==> src/rtl/dskfifo_pkg.sv <==
package dskfifo_pkg;
  typedef enum logic [1:0] {
    PH_IDLE = 2'b00,
    PH_CMD  = 2'b01,
    PH_EXEC = 2'b10,
    PH_RES  = 2'b11
  } phase_e;
endpackage

==> src/rtl/dskfifo_cfg.sv <==
module dskfifo_cfg #(
  parameter int DEPTH = 16,
  parameter int THR_W = 4,
  localparam int LW = $clog2(DEPTH + 1)
) (
  input  logic             clk,
  input  logic             rst_n,
  input  logic [1:0]       phase_i,
  input  logic             cfg_stb_i,
  input  logic             cfg_fifo_en_i,
  input  logic [THR_W-1:0] cfg_thr_i,
  output logic             fifo_act_o,
  output logic [LW-1:0]    cap_o,
  output logic [LW-1:0]    thr_eff_o,
  output logic             flush_o
);
  import dskfifo_pkg::*;

  logic             en_q, en_d;
  logic [THR_W-1:0] thr_q, thr_d;
  phase_e           ph_q, ph_d, ph_cur;
  int               thr_int;

  assign ph_cur = phase_e'(phase_i);

  // next state
  always_comb begin
    en_d  = en_q;
    thr_d = thr_q;
    if (cfg_stb_i) begin
      en_d  = cfg_fifo_en_i;
      thr_d = cfg_thr_i;
    end
    ph_d = ph_cur;
  end

  // registers
  always_ff @(posedge clk or negedge rst_n) begin
    if (!rst_n) begin
      en_q  <= 1'b0;
      thr_q <= '0;
      ph_q  <= PH_IDLE;
    end else begin
      en_q  <= en_d;
      thr_q <= thr_d;
      ph_q  <= ph_d;
    end
  end

  assign flush_o    = (ph_cur == PH_EXEC) && (ph_q != PH_EXEC);
  assign fifo_act_o = en_q && (ph_cur != PH_CMD);

  always_comb begin
    thr_int = int'(thr_q) + 1;
    if (thr_int > DEPTH) thr_int = DEPTH;
    if (fifo_act_o) begin
      cap_o     = LW'(DEPTH);
      thr_eff_o = LW'(thr_int);
    end else begin
      cap_o     = LW'(1);
      thr_eff_o = LW'(1);
    end
  end
endmodule

==> src/rtl/dskfifo_store.sv <==
module dskfifo_store #(
  parameter int DEPTH = 16,
  parameter int DW    = 8,
  localparam int AW = (DEPTH > 1) ? $clog2(DEPTH) : 1,
  localparam int LW = $clog2(DEPTH + 1)
) (
  input  logic          clk,
  input  logic          rst_n,
  input  logic          flush_i,
  input  logic [LW-1:0] cap_i,
  input  logic          push_i,
  input  logic [DW-1:0] wdata_i,
  input  logic          pop_i,
  output logic [DW-1:0] rdata_o,
  output logic [LW-1:0] level_o,
  output logic          err_o
);
  localparam logic [AW-1:0] LAST = AW'(DEPTH - 1);

  logic [DW-1:0] mem_q [DEPTH];
  logic [AW-1:0] wp_q, wp_d, rp_q, rp_d;
  logic [LW-1:0] lvl_q, lvl_d;
  logic          err_q, err_d;
  logic          push_ok, pop_ok, wr_en;

  assign push_ok = push_i && (lvl_q < cap_i);
  assign pop_ok  = pop_i && (lvl_q != '0);
  assign wr_en   = push_ok && !flush_i;

  // next state
  always_comb begin
    wp_d  = wp_q;
    rp_d  = rp_q;
    lvl_d = lvl_q;
    err_d = err_q;
    if (flush_i) begin
      wp_d  = '0;
      rp_d  = '0;
      lvl_d = '0;
      err_d = 1'b0;
    end else begin
      if (push_ok) wp_d = (wp_q == LAST) ? '0 : wp_q + 1'b1;
      if (pop_ok)  rp_d = (rp_q == LAST) ? '0 : rp_q + 1'b1;
      if (push_ok && !pop_ok)      lvl_d = lvl_q + 1'b1;
      else if (pop_ok && !push_ok) lvl_d = lvl_q - 1'b1;
      if ((push_i && !push_ok) || (pop_i && !pop_ok)) err_d = 1'b1;
    end
  end

  // registers
  always_ff @(posedge clk or negedge rst_n) begin
    if (!rst_n) begin
      wp_q  <= '0;
      rp_q  <= '0;
      lvl_q <= '0;
      err_q <= 1'b0;
    end else begin
      wp_q  <= wp_d;
      rp_q  <= rp_d;
      lvl_q <= lvl_d;
      err_q <= err_d;
    end
  end

  // storage array, no reset, write enable written out per entry
  for (genvar g = 0; g < DEPTH; g++) begin : g_cell
    always_ff @(posedge clk) begin
      if (wr_en && (wp_q == AW'(g))) mem_q[g] <= wdata_i;
    end
  end

  assign rdata_o = mem_q[rp_q];
  assign level_o = lvl_q;
  assign err_o   = err_q;
endmodule

==> src/rtl/dskfifo_req.sv <==
module dskfifo_req #(
  parameter int DEPTH = 16,
  localparam int LW = $clog2(DEPTH + 1)
) (
  input  logic          dir_rd_i,
  input  logic [LW-1:0] level_i,
  input  logic [LW-1:0] cap_i,
  input  logic [LW-1:0] thr_i,
  output logic          svc_o,
  output logic          full_o
);
  logic [LW-1:0] free_room;

  always_comb begin
    free_room = (level_i < cap_i) ? (cap_i - level_i) : '0;
    full_o    = (level_i >= cap_i);
    if (dir_rd_i) svc_o = (level_i >= thr_i);
    else          svc_o = (free_room >= thr_i);
  end
endmodule

==> src/rtl/dskfifo_top.sv <==
module dskfifo_top #(
  parameter int DEPTH = 16,
  parameter int DW    = 8,
  parameter int THR_W = 4,
  localparam int LW = $clog2(DEPTH + 1)
) (
  input  logic             clk,
  input  logic             rst_n,
  input  logic [1:0]       phase_i,
  input  logic             dir_rd_i,
  input  logic             cfg_stb_i,
  input  logic             cfg_fifo_en_i,
  input  logic [THR_W-1:0] cfg_thr_i,
  input  logic             wr_vld_i,
  input  logic [DW-1:0]    wr_data_i,
  input  logic             rd_en_i,
  output logic [DW-1:0]    rd_data_o,
  output logic [LW-1:0]    level_o,
  output logic             empty_o,
  output logic             full_o,
  output logic             svc_req_o,
  output logic             fifo_mode_o,
  output logic [LW-1:0]    thr_bytes_o,
  output logic             err_o
);
  logic          fifo_act, flush;
  logic [LW-1:0] cap, thr_eff, lvl;

  dskfifo_cfg #(.DEPTH(DEPTH), .THR_W(THR_W)) cfg_i (
    .clk(clk), .rst_n(rst_n), .phase_i(phase_i),
    .cfg_stb_i(cfg_stb_i), .cfg_fifo_en_i(cfg_fifo_en_i), .cfg_thr_i(cfg_thr_i),
    .fifo_act_o(fifo_act), .cap_o(cap), .thr_eff_o(thr_eff), .flush_o(flush)
  );

  dskfifo_store #(.DEPTH(DEPTH), .DW(DW)) store_i (
    .clk(clk), .rst_n(rst_n), .flush_i(flush), .cap_i(cap),
    .push_i(wr_vld_i), .wdata_i(wr_data_i), .pop_i(rd_en_i),
    .rdata_o(rd_data_o), .level_o(lvl), .err_o(err_o)
  );

  dskfifo_req #(.DEPTH(DEPTH)) req_i (
    .dir_rd_i(dir_rd_i), .level_i(lvl), .cap_i(cap), .thr_i(thr_eff),
    .svc_o(svc_req_o), .full_o(full_o)
  );

  assign level_o     = lvl;
  assign empty_o     = (lvl == '0);
  assign fifo_mode_o = fifo_act;
  assign thr_bytes_o = thr_eff;
endmodule

==> config.mk <==
export PLATFORM = sky130hd
export DESIGN_NAME = dskfifo_top
export DESIGN_NICKNAME = d
export VERILOG_FILES = /design/src/rtl/dskfifo_pkg.sv /design/src/rtl/dskfifo_cfg.sv /design/src/rtl/dskfifo_store.sv /design/src/rtl/dskfifo_req.sv /design/src/rtl/dskfifo_top.sv
export SDC_FILE = /design/constraint.sdc
export NUM_CORES = 1
export LEC_CHECK = 0
export ABC_AREA = 0
export BUFFER_PORTS_ARGS = -buffer_cell sky130_fd_sc_hd__buf_2
export CAP_MARGIN = 15
export CORE_MARGIN = 10
export CORE_UTILIZATION = 30
export CTS_BUF_LIST = sky130_fd_sc_hd__clkbuf_16
export CTS_CLUSTER_SIZE = 10
export DETAILED_ROUTE_END_ITERATION = 8
export PLACE_DENSITY = 0.45
export SLEW_MARGIN = 40
export SYNTH_ARGS = -nofsm -noshare
export SYNTH_HDL_FRONTEND = slang
export SYNTH_HIERARCHICAL = 1
export SYNTH_SLANG_ARGS = --single-unit
==> constraint.sdc <==
create_clock -name clk -period 7.1 [get_ports clk]
set_clock_uncertainty 0.05 [all_clocks]
set_input_delay 1.775 -clock clk [delete_from_list [all_inputs] [get_ports clk]]
set_output_delay 1.775 -clock clk [all_outputs]
set_load 0.05 [all_outputs]
# Word-level counts from Yosys, hierarchy flattened
# Memories as Yosys holds them, arrays and structs flattened.
# Cells that the tools add are included.
# op_classes
n_eq_ne	19
n_reduce_logical	51
addsub	6
magnitude_cmp	5
n_mux	93
# ops
operator	count
$mux W8	15
$reduce_or A8 Y1	15
$mux W4	21
$mux W1	50
$eq A4 B4 Y1 const B	9
$mux W5	7
$gt A32 B6 Y1 const B	1
$logic_and A1 B1 Y1	25
$eq A4 B3 Y1 const B	4
$ge A5 B5 Y1	3
$add A4 B1 Y4 const B	2
$eq A4 B2 Y1 const B	2
$reduce_bool A2 Y1	3
$add A4 B1 Y5 const B	1
$add A5 B1 Y5 const B	1
$logic_not A5 Y1	1
$lt A5 B5 Y1	1
$reduce_bool A5 Y1	1
$sub A5 B1 Y5 const B	1
$sub A5 B5 Y5	1
$eq A4 B1 Y1 const B	1
$logic_not A4 Y1	1
$logic_not A1 Y1	3
$reduce_bool A3 Y1	1
other kinds (4)	4
# word_totals
regBits	21
input_bits	21
wordCells	182
mem_count	1
ram_bits	128
# mem_list
memory	words	width	read_ports	rd_clocked_by_memory_dff	write_ports	line_no	text
store_i.mem_q	16	8	1	0	1	dskfifo_store.sv:20	logic [DW-1:0] mem_q [DEPTH];

# Longest topological paths before layout
# Gate-level depths: netlist (run 1).
# depth
word_depth	25
mapped_depth	16
ltp_nobuf	15

# Modules after synthesis
# The synthesis (run 1) kept the hierarchy.
# by_module_without_submodules
module	cells_per_inst	instances	area_per_inst_um2	seq_area_each_um2
dskfifo_store	376	1	6018.3	4194.0
dskfifo_req	65	1	464.2	0.0
dskfifo_cfg	35	1	384.1	175.2
dskfifo_top	2	1	11.3	0.0

# Worst setup path after synthesis (run 1)
# No wires, ideal clock.
# synth_timing
kind	input to output
start	input port phase_i[0]
end	output port svc_req_o
path_buffers	0
path_stages	9
required_ns	5.275
path_slack_ns	0.568
arrival_time_ns	4.707
cell_sequence	inv_1 -> o21ai_4 -> nor3b_1 -> inv_1 -> ha_1 -> nand2_1 -> o21ai_0 -> nand3_1 -> a21oi_1
# synth_between
elab_chain_cells	7
elab_cells_between_ends	10
cone_classes	add/sub: 1; order compare: 3; eq/ne: 1; mux: 4; reduce/logical: 1
# synth_rtl
element	line_no	text
start, declared	dskfifo_top.sv:9	input logic [1:0] phase_i,
$ne A2 B1 Y1 *	dskfifo_cfg.sv:51	assign fifo_act_o = en_q && (ph_cur != PH_CMD);
$logic_and A1 B1 Y1 *	dskfifo_cfg.sv:51	
$mux W5 *	dskfifo_cfg.sv:56	if (fifo_act_o) begin
net cap[0]	dskfifo_top.sv:27	logic [LW-1:0] cap, thr_eff, lvl;
$sub A5 B5 Y5 or $lt A5 B5 Y1 (tied branches)	dskfifo_req.sv:15	free_room = (level_i < cap_i) ? (cap_i - level_i) : '0;
$mux W5 *	dskfifo_req.sv:15	
$ge A5 B5 Y1 *	dskfifo_req.sv:18	else svc_o = (free_room >= thr_i);
$mux W1 *	dskfifo_req.sv:17	if (dir_rd_i) svc_o = (level_i >= thr_i);
end, declared	dskfifo_top.sv:21	output logic svc_req_o,
# The timed path passes the listed nets; every way through them passes the cells marked *.

# Worst setup path after layout (run 1)
# Same ends and word-level chain as after synthesis.

==> Flow_metrics.wiki, run 1 <==
{| class="wikitable"
! Metric !! Value
|-
| Status || completed
|-
| Kind of launch point of the worst setup path || primary input
|-
| Detailed placer's ending HPWL || between 10000 and 15000 um
|-
| Placement Setup Slack || between 0.9 and 1 ns
|-
| Proportion of power drawn by the clock network || 0.259
|-
| N_diodes || 0
|-
| Kind of end point of the critical path || output port
|-
| Total count of max-transition violations in the final report || 0
|-
| Setup total negative slack || 0 ns
|-
| Post-DR vias/cell || 4.95
|-
| Number of antenna violations at the first check in global routing || 0
|-
| Top cell type's share of synthesized area || 0.559
|-
| Share of power burned in combinational logic || 0.396
|-
| Remaining antenna violation count after routing || 0
|-
| Post-synthesis adder-cell area fraction || 0.0586
|-
| Top Ports || 44
|-
| Area delta synth->final || 16.9%
|-
| Total wire length after detailed routing || 16300 um
|-
| Placer Congestion || 0.774
|-
| Worst min-delay path class || register to register
|-
| Starting utilization of the core area || 0.305
|-
| Cells traversed along the worst timing path || buf_2 -> inv_1 -> o21ai_4 -> inv_1 -> ha_1 -> inv_1 -> fa_1 -> a21o_1 -> a21oi_1 -> o211ai_1 -> a21oi_2 -> ha_1 -> a211o_1 -> a31oi_1 -> a21oi_1 -> buf_2
|-
| Post-synthesis compound-gate area fraction || 0.0786
|-
| Cts repair resizes || 0
|-
| Pre-antenna DRT Iters || 4
|-
| Signal arrival time at the worst endpoint || approximately 4.4 ns
|-
| Main synth FF type || edfxtp_1
|-
| Inserted Clock Buffers || 17
|-
| Setup repair after global routing missed its margin || false
|-
| Switching part of the total || 0.407
|-
| Number of synthesized flops with an enable pin || 128
|-
| Number of failing hold endpoints at the final stage || 0
|-
| Max-cap violations || 0
|-
| Hold WS || 0.481 ns
|-
| Time the final worst path needs with I/O delays and setup || 6.22 ns
|-
| Fmax || 0.161 GHz
|-
| Library cell with the highest instance count after synthesis || edfxtp_1
|-
| Post-route setup slack || 0.879 ns
|-
| Full die area || 29400 um^2
|-
| Average instance area after synthesis || 14.4 um^2
|-
| Highest net fanout along the worst path || 7
|-
| Remaining max-slew budget at the tightest pin || 0.468
|-
| # Post-CTS Setup Buffers || 0
|-
| Area taken by flip-flops and latches || around 4400 um^2
|-
| Pint || 2.00 mW
|-
| Largest net degree at the start of global routing || 28
|-
| Total global routing track utilization || 0.115
|-
| Layout cells sized above 1 || 0.243
|-
| Fin nets || 582
|-
| Standard-cell row count || 55
|-
| Die W || 171 um
|-
| Area leader, netlist || edfxtp_1
|-
| Simple-Gate Fraction of Synth Area || 0.0715
|-
| Combinational family with the most area after synthesis || multiplexers
|-
| Area contributors post-synth || edfxtp_1 (56%), dfrtp_1 (7.6%), ha_1 (5.3%)
|-
| Die height || approximately 170 um
|-
| Via count of the first global-routing pass || between 4000 and 5000
|-
| Remaining Overflow, GRT || 0
|-
| Count of buffer and inverter cells on the critical path || 5
|-
| Synth cell types || 46
|-
| Share of flip-flops with an asynchronous set or reset || 0.141
|-
| Average routed wire per standard cell || 19.7 um
|-
| Data required time of the worst path || 5.28 ns
|-
| Max rail drop VDD || a little under 200 uV
|-
| Commonest cells in the netlist || edfxtp_1 (128), nor2_1 (30), ha_1 (29)
|-
| Cell repeated most along the worst path || inv_1
|-
| Critical path class || primary input to output port
|-
| Actual transition at the worst max-transition pin || around 0.8 ns
|-
| Post-synthesis register bit count || roughly 150
|-
| Tcrit/Tclk final || 0.876
|-
| Final setup vio count || 0
|-
| Clock input transition at the sequential cells of the worst setup and hold paths || around 0.06 ns
|-
| Placed Cells incl. Taps || 796
|-
| Largest stage delay on the critical path || ~0.4 ns
|-
| Switching power summed over all nets || 1.37 mW
|-
| Hold buffer count at cts || 0
|-
| Post-route DRC || 0
|-
| Post-synthesis mux area share || 0.118
|-
| Number of warnings printed during yosys synthesis || 6
|-
| Total number of vias || 4100
|-
| Total number of clock tree sinks || 149
|-
| Sequential share of the synthesized area || 0.635
|-
| Area of combinational cells with multiple inputs || roughly 2400 um^2
|-
| Clock tree root driver cell || clkbuf_16
|-
| Number of buffer cells added on primary ports || between 40 and 50
|-
| Synthesized instance count || 478
|-
| Sequential fraction of design power || 0.345
|-
| Slowest cell on crit path || fa_1
|-
| Skew-Pair Late Insertion Delay || 0.42 ns
|-
| Summed instance area of the synthesized netlist || 6880 um^2
|-
| H-Tree Level Count || 4
|-
| Clock tree from TritonCTS || done
|-
| Cell Pwr Density || roughly 420 nW/um^2
|-
| Category of cells accounting for the largest share of critical-path delay || compound AO/OA/AOI/OAI gates
|-
| Global-route wire length before repair || 25200 um
|-
| # fillers || 2186
|-
| CTS Buffer Depth || 2
|-
| Non-filler instance count after layout || 828
|-
| Share of the synthesized netlist area taken by xor and xnor gates || 0.0102
|-
| Core area || ~23000 um^2
|-
| Pleak || 2.90 nW
|-
| Starting DRC count in detailed routing || 208
|}
through the flow:
stage               cell area [um^2]  utilization  total power [mW]
floorplan                       6890            -              2.16
global placement                7420        0.329              2.49
detailed placement              7450        0.330              2.53
CTS                             8040        0.356              3.40
global route                    8040        0.356              3.57
finish                          8040        0.356              3.37
power groups by stage:
stage	logic [mW]	registers [mW]	clock network (mW)
2_1_floorplan	0.995	1.17	0
3_3_place_gp	1.31	1.18	0
3_5_place_dp	1.35	1.18	0
4_1_cts	1.35	1.17	0.887
5_1_grt	1.46	1.18	0.925
6_report	1.33	1.16	0.873
worst register-to-register path, stage by stage (launching register included):
cell and delay, ns:
dfrtp_1 0.40, o21ai_4 0.11, inv_1 0.12, inv_1 0.07, ha_1 0.22, or3b_1 0.35, a311o_1 0.34, nand2_1 0.24
nand2_1 0.21, fa_1 0.48, a21o_1 0.21, a21oi_1 0.20, nor2_1 0.06, mux2i_1 0.15, mux2_2 0.34
worst paths after layout:
check / from / to / slack (ns) / cells past startpoint
min in group asynchronous: rst_n / cfg_i/thr_q[2]$_DFFE_PN0P_ / 1.28 / 1
worst max register to register: cfg_i/en_q$_DFFE_PN0P_ / store_i/level_o[4]$_DFFE_PN0P_ / 3.43 / 14
worst min-delay path: store_i/err_o$_DFFE_PN0P_ / store_i/err_o$_DFFE_PN0P_ / 0.48 / 2
worst min register to register: store_i/err_o$_DFFE_PN0P_ / store_i/err_o$_DFFE_PN0P_ / 0.48 / 2
max in group asynchronous: rst_n / store_i/rp_q[0]$_DFFE_PN0P_ / 5.32 / 1
worst max-delay path: phase_i[0] / svc_req_o / 0.88 / 16
cells in the final DEF (no fill, tap or decap), drive strengths merged, types with 8 or more instances in the layout:
cell    Yosys  routed
a21oi      27      27
mux2       17      17
mux4       16      16
nor2       30      30
a22oi       8       8
nand2b      9       9
o21ai      25      25
clkbuf     10      17
inv        23      31
buf        10      51
dfrtp      21      21
nand2      24      24
a221oi      9       9
ha         29      29
mux2i      26      26
edfxtp    128     128
metal layers:
| layer | up-vias | routed length [um] | global-route usage |
|---|---|---|---|
| met5 | - | 0 | 0 |
| met4 | 0 | 199 | 0.0374 |
| met3 | 13 | 599 | 0.0229 |
| met2 | 65 | 7920 | 0.187 |
| met1 | 2092 | 7610 | 0.151 |
| li1 | 1930 | - | - |
cell type report:
type | count | area share
clock buffer | 17 | 0.0529
clock inverter | 15 | 0.0199
inverter | 23 | 0.0107
multi-input combinational | 288 | 0.294
sequential | 149 | 0.544
tap | 285 | 0.0444
timing repair buffer | 51 | 0.0342
cell families (layout without fill, tap and decap cells):
family | Yosys count | count (layout)
multiplexers | 59 | 59
other | 1 | 3
flip-flops | 149 | 149
AO/OA/AOI/OAI | 86 | 86
buffers and inverters | 43 | 106
adder cells (fa/ha/maj) | 31 | 31
XOR/XNOR | 8 | 8
AND/OR/NAND/NOR | 101 | 101
state kept, by name, indices dropped and copies added, names as in the netlist:
| signal | cells |
|---|---|
| cfg_i/en_q | 1 |
| cfg_i/ph_q | 2 |
| cfg_i/thr_q | 4 |
| store_i/err_o | 1 |
| store_i/level_o | 5 |
| store_i/mem_q | 128 |
| store_i/rp_q | 4 |
| store_i/wp_q | 4 |
Note: power is estimated with default switching activity, not from simulation.
==> run 2: changes to the inputs <==
Settings changed: CORE_MARGIN 10 to 2.
==> run 2 against run 1 <==
  * Total power is 0.94% higher
  * Maximum frequency rose by 0.62%
  * Largest cell class unchanged
  * Flip-flop and latch count stayed put
  * Critical path depth did not move
  * Worst setup slack better by 0.038 ns
  * Critical endpoint unchanged
  * Design area up 0.22%
==> Flow_metrics.wiki, run 2 (synthesis gave the netlist of run 1 again) <==
{| class="wikitable"
! Metric !! Value
|-
| Status || completed (unchanged)
|-
| Slowest cell on crit path || fa_1 (unchanged)
|-
| Starting utilization of the core area || 0.305 (unchanged)
|-
| Cell depth of the worst flop-to-flop path || 14 (unchanged)
|-
| Core area || 22600 um^2 (unchanged)
|-
| Met1 Routed Length || 7640 um (was 7610 um)
|-
| Cell Pwr Density || 422 nW/um^2 (was 419 nW/um^2)
|-
| # Post-CTS Setup Buffers || 0 (unchanged)
|-
| Layout cells sized above 1 || 0.238 (was 0.243)
|-
| Final setup vio count || 0 (unchanged)
|-
| Total wire length after detailed routing || 15600 um (was 16300 um)
|-
| Worst min-delay path class || register to register (unchanged)
|-
| Most frequent standard cell in the layout excluding fill and tap cells || edfxtp_1 (unchanged)
|-
| Kind of launch point of the worst setup path || primary input (unchanged)
|-
| Kind of end point of the critical path || output port (unchanged)
|-
| Global-route wire length before repair || 24500 um (was 25200 um)
|-
| Fin nets || 578 (was 582)
|-
| Cts repair resizes || 0 (unchanged)
|-
| Post-route DRC || 0 (unchanged)
|-
| Max-cap violations || 0 (unchanged)
|-
| Fmax || 0.162 GHz (was 0.161 GHz)
|-
| Hold buffer count at cts || 0 (unchanged)
|-
| Remaining max-slew budget at the tightest pin || 0.554 (was 0.468)
|-
| Area delta synth->final || 17.1% (was 16.9%)
|-
| Setup total negative slack || 0 ns (unchanged)
|-
| Endpoint of the worst hold path || store_i/err_o$_DFFE_PN0P_ (unchanged)
|-
| Data required time of the worst path || 5.28 ns (about the same)
|-
| Clock tree root driver cell || clkbuf_16 (unchanged)
|-
| Commonest cells after routing, fill and taps aside || edfxtp_1 (128), buf_2 (43), ha_1 (29) (unchanged)
|-
| Via count of the first global-routing pass || 4159 (was 4207)
|-
| Clock tree from TritonCTS || done (unchanged)
|-
| Cells traversed along the worst timing path || buf_2 -> inv_1 -> o21ai_4 -> inv_1 -> ha_1 -> inv_1 -> fa_1 -> a21o_1 -> a21oi_1 -> o211ai_1 -> a21oi_2 -> ha_1 -> a211o_1 -> a31oi_1 -> a21oi_1 -> buf_2 (unchanged)
|-
| Largest net degree at the start of global routing || 34 (was 28)
|-
| Highest net fanout along the worst path || 7 (unchanged)
|-
| Met3 Routed Length || 412 um (was 599 um)
|-
| Skew-Pair Late Insertion Delay || 0.41 ns (was 0.42 ns)
|-
| Time the final worst path needs with I/O delays and setup || 6.18 ns (was 6.22 ns)
|-
| Tcrit/Tclk final || 0.871 (was 0.876)
|-
| Number of antenna violations at the first check in global routing || 0 (unchanged)
|-
| CTS Buffer Depth || 2 (unchanged)
|-
| Largest stage delay on the critical path || 0.40 ns (about the same)
|-
| Remaining antenna violation count after routing || 0 (unchanged)
|-
| Total global routing track utilization || 0.136 (was 0.115)
|-
| Highest routing layer actually used || met4 (unchanged)
|-
| Placer Congestion || 0.785 (was 0.774)
|-
| Launch instance of the worst register-to-register path || cfg_i/en_q$_DFFE_PN0P_ (unchanged)
|-
| Inserted Clock Buffers || 17 (unchanged)
|-
| Flip-flop count of the largest register after layout || 128 (unchanged)
|-
| Total number of vias || 4092 (was 4100)
|-
| Pre-antenna DRT Iters || 5 (was 4)
|-
| Clock input transition at the sequential cells of the worst setup and hold paths || 0.06 ns (about the same)
|-
| H-Tree Level Count || 4 (unchanged)
|-
| Worst Hold Depth || 2 (unchanged)
|-
| Average routed wire per standard cell || 19.0 um (was 19.7 um)
|-
| Post-layout utilization of the core || 0.357 (was 0.356)
|-
| Standard-cell row count || 55 (unchanged)
|-
| Worst reg2reg path endpoint || store_i/level_o[4]$_DFFE_PN0P_ (unchanged)
|-
| Largest reg by FF count || store_i/mem_q (unchanged)
|-
| Launch instance of the worst min-delay path || store_i/err_o$_DFFE_PN0P_ (unchanged)
|-
| Full die area || 24200 um^2 (was 29400 um^2)
|-
| Cell repeated most along the worst path || inv_1 (unchanged)
|-
| Remaining Overflow, GRT || 0 (unchanged)
|-
| Number of buffer cells added on primary ports || 43 (unchanged)
|-
| Total count of max-transition violations in the final report || 0 (unchanged)
|-
| Detailed placer's ending HPWL || 10500 um (was 10900 um)
|-
| Actual transition at the worst max-transition pin || 0.669 ns (was 0.798 ns)
|-
| Starting DRC count in detailed routing || 210 (was 208)
|-
| Die height || 155 um (was 171 um)
|-
| Top Ports || 44 (unchanged)
|-
| Pleak || 2.91 nW (was 2.90 nW)
|-
| Register-to-register setup slack || 3.34 ns (was 3.43 ns)
|-
| Metal2 WL || 7340 um (was 7920 um)
|-
| Die W || 155 um (was 171 um)
|-
| Max rail drop VDD || 173 uV (was 196 uV)
|-
| N_diodes || 0 (unchanged)
|-
| Total number of clock tree sinks || 149 (unchanged)
|-
| Post-DR vias/cell || 4.98 (was 4.95)
|-
| Number of failing hold endpoints at the final stage || 0 (unchanged)
|-
| Critical path class || primary input to output port (unchanged)
|-
| Signal arrival time at the worst endpoint || 4.36 ns (was 4.40 ns)
|-
| Setup repair after global routing missed its margin || false (unchanged)
|}
[run 2: cell types whose count changed in the layout (fill, tap and decap cells not counted), sizes merged]
cell,change
inv,-4
clkinv,-1
bufinv,+3
buf,-4
[run 2: worst max-delay path by stage]
stage	from	endpoint	slack, ns	cells after the start
5_1_grt	phase_i[0]	svc_req_o	0.74	16
3_3_place_gp	phase_i[0]	svc_req_o	1.01	16
2_1_floorplan	phase_i[0]	svc_req_o	0.57	9
3_5_place_dp	phase_i[0]	svc_req_o	0.93	16
6_report	phase_i[0]	svc_req_o	0.92	16
4_1_cts	phase_i[0]	svc_req_o	0.92	16
[run 2: report_power, final]
group	switching, mW	total, mW	internal, mW
clock network	0.345	0.893	0.548
logic	0.848	1.33	0.486
registers	0.130	1.17	1.04
total	1.32	3.40	2.08
[run 2: stage by stage]
step                      cells  hold slack (ns)  worst slack, ns  power (mW)  cell area, um^2
after floorplan             480            0.490            0.568        2.16             6890
after global placement      792            0.463             1.01        2.49             7410
after detailed placement    792            0.464            0.933        2.54             7470
after CTS                   822            0.478            0.923        3.44             8060
after global routing        822            0.516            0.737        3.60             8060
final                       822            0.474            0.917        3.40             8060
[run 2: critical path: cells and delay by family]
family	cells	cell delay [ns]
AO/OA/AOI/OAI	8	1.18
buffers and inverters	5	0.56
adder cells (fa/ha/maj)	3	0.82
[run 2: cell type report]
| class | count | area [um^2] |
|---|---|---|
| Tap cell | 285 | 357 |
| Timing Repair Buffer | 47 | 245 |
| Inverter | 23 | 86.3 |
| Clock buffer | 17 | 425 |
| Fill cell | 2184 | 14500 |
| Multi-Input combinational cell | 288 | 2410 |
| Sequential cell | 149 | 4370 |
| Clock inverter | 13 | 160 |
[run 2: metal layers]
layer	track usage	vias up
li1	-	1912
met1	0.187	2095
met2	0.220	69
met3	0.0242	16
met4	0.0441	0
met5	0	-
==> run 3: changes to the inputs <==
Settings changed: BUFFER_PORTS_ARGS -buffer_cell sky130_fd_sc_hd__buf_2 to default, DONT_BUFFER_PORTS from default to 1, PLACE_DENSITY 0.45 to 0.44.
==> run 3 against run 2 <==
  * Design area fell by 2.4%
  * Final cell count down 4.4%
  * Total power down 3.8%
  * Clock power down 3.1%
  * Via count down 5.4%
  * Largest power group is now sequential cells
==> Flow_metrics.wiki, run 3 (synthesis gave the netlist of run 1 again) <==
{| class="wikitable"
! Metric !! Value
|-
| Status || completed (unchanged)
|-
| CTS Buffer Depth || 2 (unchanged)
|-
| Pre-antenna DRT Iters || 4 (was 5)
|-
| Worst min-delay path class || register to register (unchanged)
|-
| Kind of launch point of the worst setup path || primary input (unchanged)
|-
| Cell depth of the worst flop-to-flop path || 14 (unchanged)
|-
| Core area || 22600 um^2 (unchanged)
|-
| Setup repair after global routing missed its margin || false (unchanged)
|-
| Signal arrival time at the worst endpoint || 4.30 ns (was 4.36 ns)
|-
| Total wire length after detailed routing || 15200 um (was 15600 um)
|-
| Worst Hold Depth || 1 (was 2)
|-
| Largest net degree at the start of global routing || 30 (was 34)
|-
| Sequential fraction of design power || 0.384 (was 0.345)
|-
| Actual transition at the worst max-transition pin || 0.868 ns (was 0.669 ns)
|-
| Total number of clock tree sinks || 149 (unchanged)
|-
| Starting utilization of the core area || 0.305 (unchanged)
|-
| Via count of the first global-routing pass || 3914 (was 4159)
|-
| Met1 Routed Length || 7400 um (was 7640 um)
|-
| Highest routing layer actually used || met4 (unchanged)
|-
| H-Tree Level Count || 4 (unchanged)
|-
| Skew-Pair Late Insertion Delay || 0.41 ns (about the same)
|-
| Fmax || 0.163 GHz (was 0.162 GHz)
|-
| Cts repair resizes || 0 (unchanged)
|-
| Standard-cell row count || 55 (unchanged)
|-
| Total number of vias || 3872 (was 4092)
|-
| Area delta synth->final || 14.3% (was 17.1%)
|-
| # fillers || 2175 (was 2184)
|-
| Register-to-register setup slack || 3.09 ns (was 3.34 ns)
|-
| Placed Cells incl. Taps || 754 (was 792)
|-
| Switching power summed over all nets || 1.30 mW (was 1.32 mW)
|-
| Total global routing track utilization || 0.132 (was 0.136)
|-
| Tcrit/Tclk final || 0.862 (was 0.871)
|-
| Full die area || 24200 um^2 (unchanged)
|-
| Starting DRC count in detailed routing || 215 (was 210)
|-
| Setup total negative slack || 0 ns (unchanged)
|-
| Max-cap violations || 0 (unchanged)
|-
| Total count of max-transition violations in the final report || 0 (unchanged)
|-
| Max rail drop VDD || 172 uV (was 173 uV)
|-
| Endpoint of the worst hold path || cfg_i/en_q$_DFFE_PN0P_ (was store_i/err_o$_DFFE_PN0P_)
|-
| Met3 Routed Length || 495 um (was 412 um)
|-
| N_diodes || 0 (unchanged)
|-
| Global-route wire length before repair || 23700 um (was 24500 um)
|-
| Average routed wire per standard cell || 19.3 um (was 19.0 um)
|-
| Fin nets || 540 (was 578)
|-
| Hold buffer count at cts || 0 (unchanged)
|-
| Kind of end point of the critical path || output port (unchanged)
|-
| Launch instance of the worst min-delay path || cfg_i/en_q$_DFFE_PN0P_ (was store_i/err_o$_DFFE_PN0P_)
|-
| Proportion of power drawn by the clock network || 0.264 (was 0.263)
|-
| Largest reg by FF count || store_i/mem_q (unchanged)
|-
| Pleak || 2.74 nW (was 2.91 nW)
|-
| Cell Pwr Density || 416 nW/um^2 (was 422 nW/um^2)
|-
| Number of buffer cells added on primary ports || 0 (was 43)
|-
| Most frequent standard cell in the layout excluding fill and tap cells || edfxtp_1 (unchanged)
|-
| Critical path class || primary input to output port (unchanged)
|-
| Non-filler instance count after layout || 786 (was 822)
|-
| Top Ports || 44 (unchanged)
|-
| Data required time of the worst path || 5.28 ns (about the same)
|-
| # Post-CTS Setup Buffers || 0 (unchanged)
|-
| Commonest cells after routing, fill and taps aside || edfxtp_1 (128), ha_1 (29), a21oi_1 (26), mux2i_1 (26) (was edfxtp_1 (128), buf_2 (43), ha_1 (29))
|-
| Clock tree root driver cell || clkbuf_16 (unchanged)
|-
| Power, Total || 3.27 mW (was 3.40 mW)
|-
| Final setup vio count || 0 (unchanged)
|-
| Launch instance of the worst register-to-register path || cfg_i/en_q$_DFFE_PN0P_ (unchanged)
|-
| Remaining antenna violation count after routing || 0 (unchanged)
|-
| Remaining max-slew budget at the tightest pin || 0.419 (was 0.554)
|-
| Flip-flop count of the largest register after layout || 128 (unchanged)
|-
| Number of failing hold endpoints at the final stage || 0 (unchanged)
|-
| Inserted Clock Buffers || 17 (unchanged)
|-
| Number of antenna violations at the first check in global routing || 0 (unchanged)
|-
| Metal2 WL || 7060 um (was 7340 um)
|-
| Clock tree from TritonCTS || done (unchanged)
|-
| Worst reg2reg path endpoint || store_i/level_o[4]$_DFFE_PN0P_ (unchanged)
|-
| Share of power burned in combinational logic || 0.352 (was 0.392)
|-
| Die height || 155 um (unchanged)
|-
| Switching part of the total || 0.397 (was 0.389)
|-
| Post-DR vias/cell || 4.93 (was 4.98)
|-
| Highest net fanout along the worst path || 7 (unchanged)
|-
| Post-route DRC || 0 (unchanged)
|-
| Clock input transition at the sequential cells of the worst setup and hold paths || 0.06 ns (about the same)
|-
| Pint || 1.97 mW (was 2.08 mW)
|-
| Layout cells sized above 1 || 0.192 (was 0.238)
|-
| Remaining Overflow, GRT || 0 (unchanged)
|-
| Die W || 155 um (unchanged)
|-
| Detailed placer's ending HPWL || 10100 um (was 10500 um)
|-
| Placer Congestion || 0.764 (was 0.785)
|-
| Time the final worst path needs with I/O delays and setup || 6.12 ns (was 6.18 ns)
|}
-- run 3: critical path: stages --
cell     delay (ns)
inv_1          0.04
o21ai_4        0.28
inv_1          0.33
ha_1           0.46
or3_1          0.40
a21oi_2        0.12
ha_1           0.24
a211o_1        0.25
a31oi_1        0.14
a21oi_1        0.05
buf_4          0.20
-- run 3: per-layer routing --
metal	vias to the layer above	track usage
li1	1839	-
met1	1963	0.185
met2	55	0.205
met4	0	0.0384
met5	-	0
met3	15	0.0326
-- run 3: worst max-delay path by stage --
stage,end,startpoint,cells after the start
after floorplan,svc_req_o,phase_i[0],9
after global placement,svc_req_o,phase_i[0],11
after detailed placement,svc_req_o,phase_i[0],11
after CTS,svc_req_o,phase_i[0],11
after global routing,svc_req_o,phase_i[0],13
final,svc_req_o,phase_i[0],11
-- run 3: power by group through the flow --
stage | combinational (mW) | sequential [mW] | clock, mW
2_1_floorplan | 0.995 | 1.17 | 0
3_3_place_gp | 1.14 | 1.28 | 0
3_5_place_dp | 1.16 | 1.28 | 0
4_1_cts | 1.17 | 1.26 | 0.887
5_1_grt | 1.27 | 1.28 | 0.924
6_report | 1.15 | 1.26 | 0.865
-- run 3: layout make-up --
type                       instances  area [um^2]  area share
inverter                          23         86.3      0.0110
clock buffer                      17          425      0.0541
timing repair buffer               9         67.6     0.00860
multi-input combinational        288         2400       0.306
clock inverter                    15          144      0.0183
tap                              285          357      0.0454
sequential                       149         4380       0.557
-- run 3: per-stage QoR --
step	hold slack, ns	cell area, um^2	setup WS, ns	utilization
final	0.527	7860	0.978	0.348
after floorplan	0.490	6890	0.568	-
after CTS	0.524	7860	0.950	0.348
after detailed placement	0.513	7290	0.961	0.323
after global routing	0.545	7860	0.646	0.348
after global placement	0.510	7240	1.02	0.321
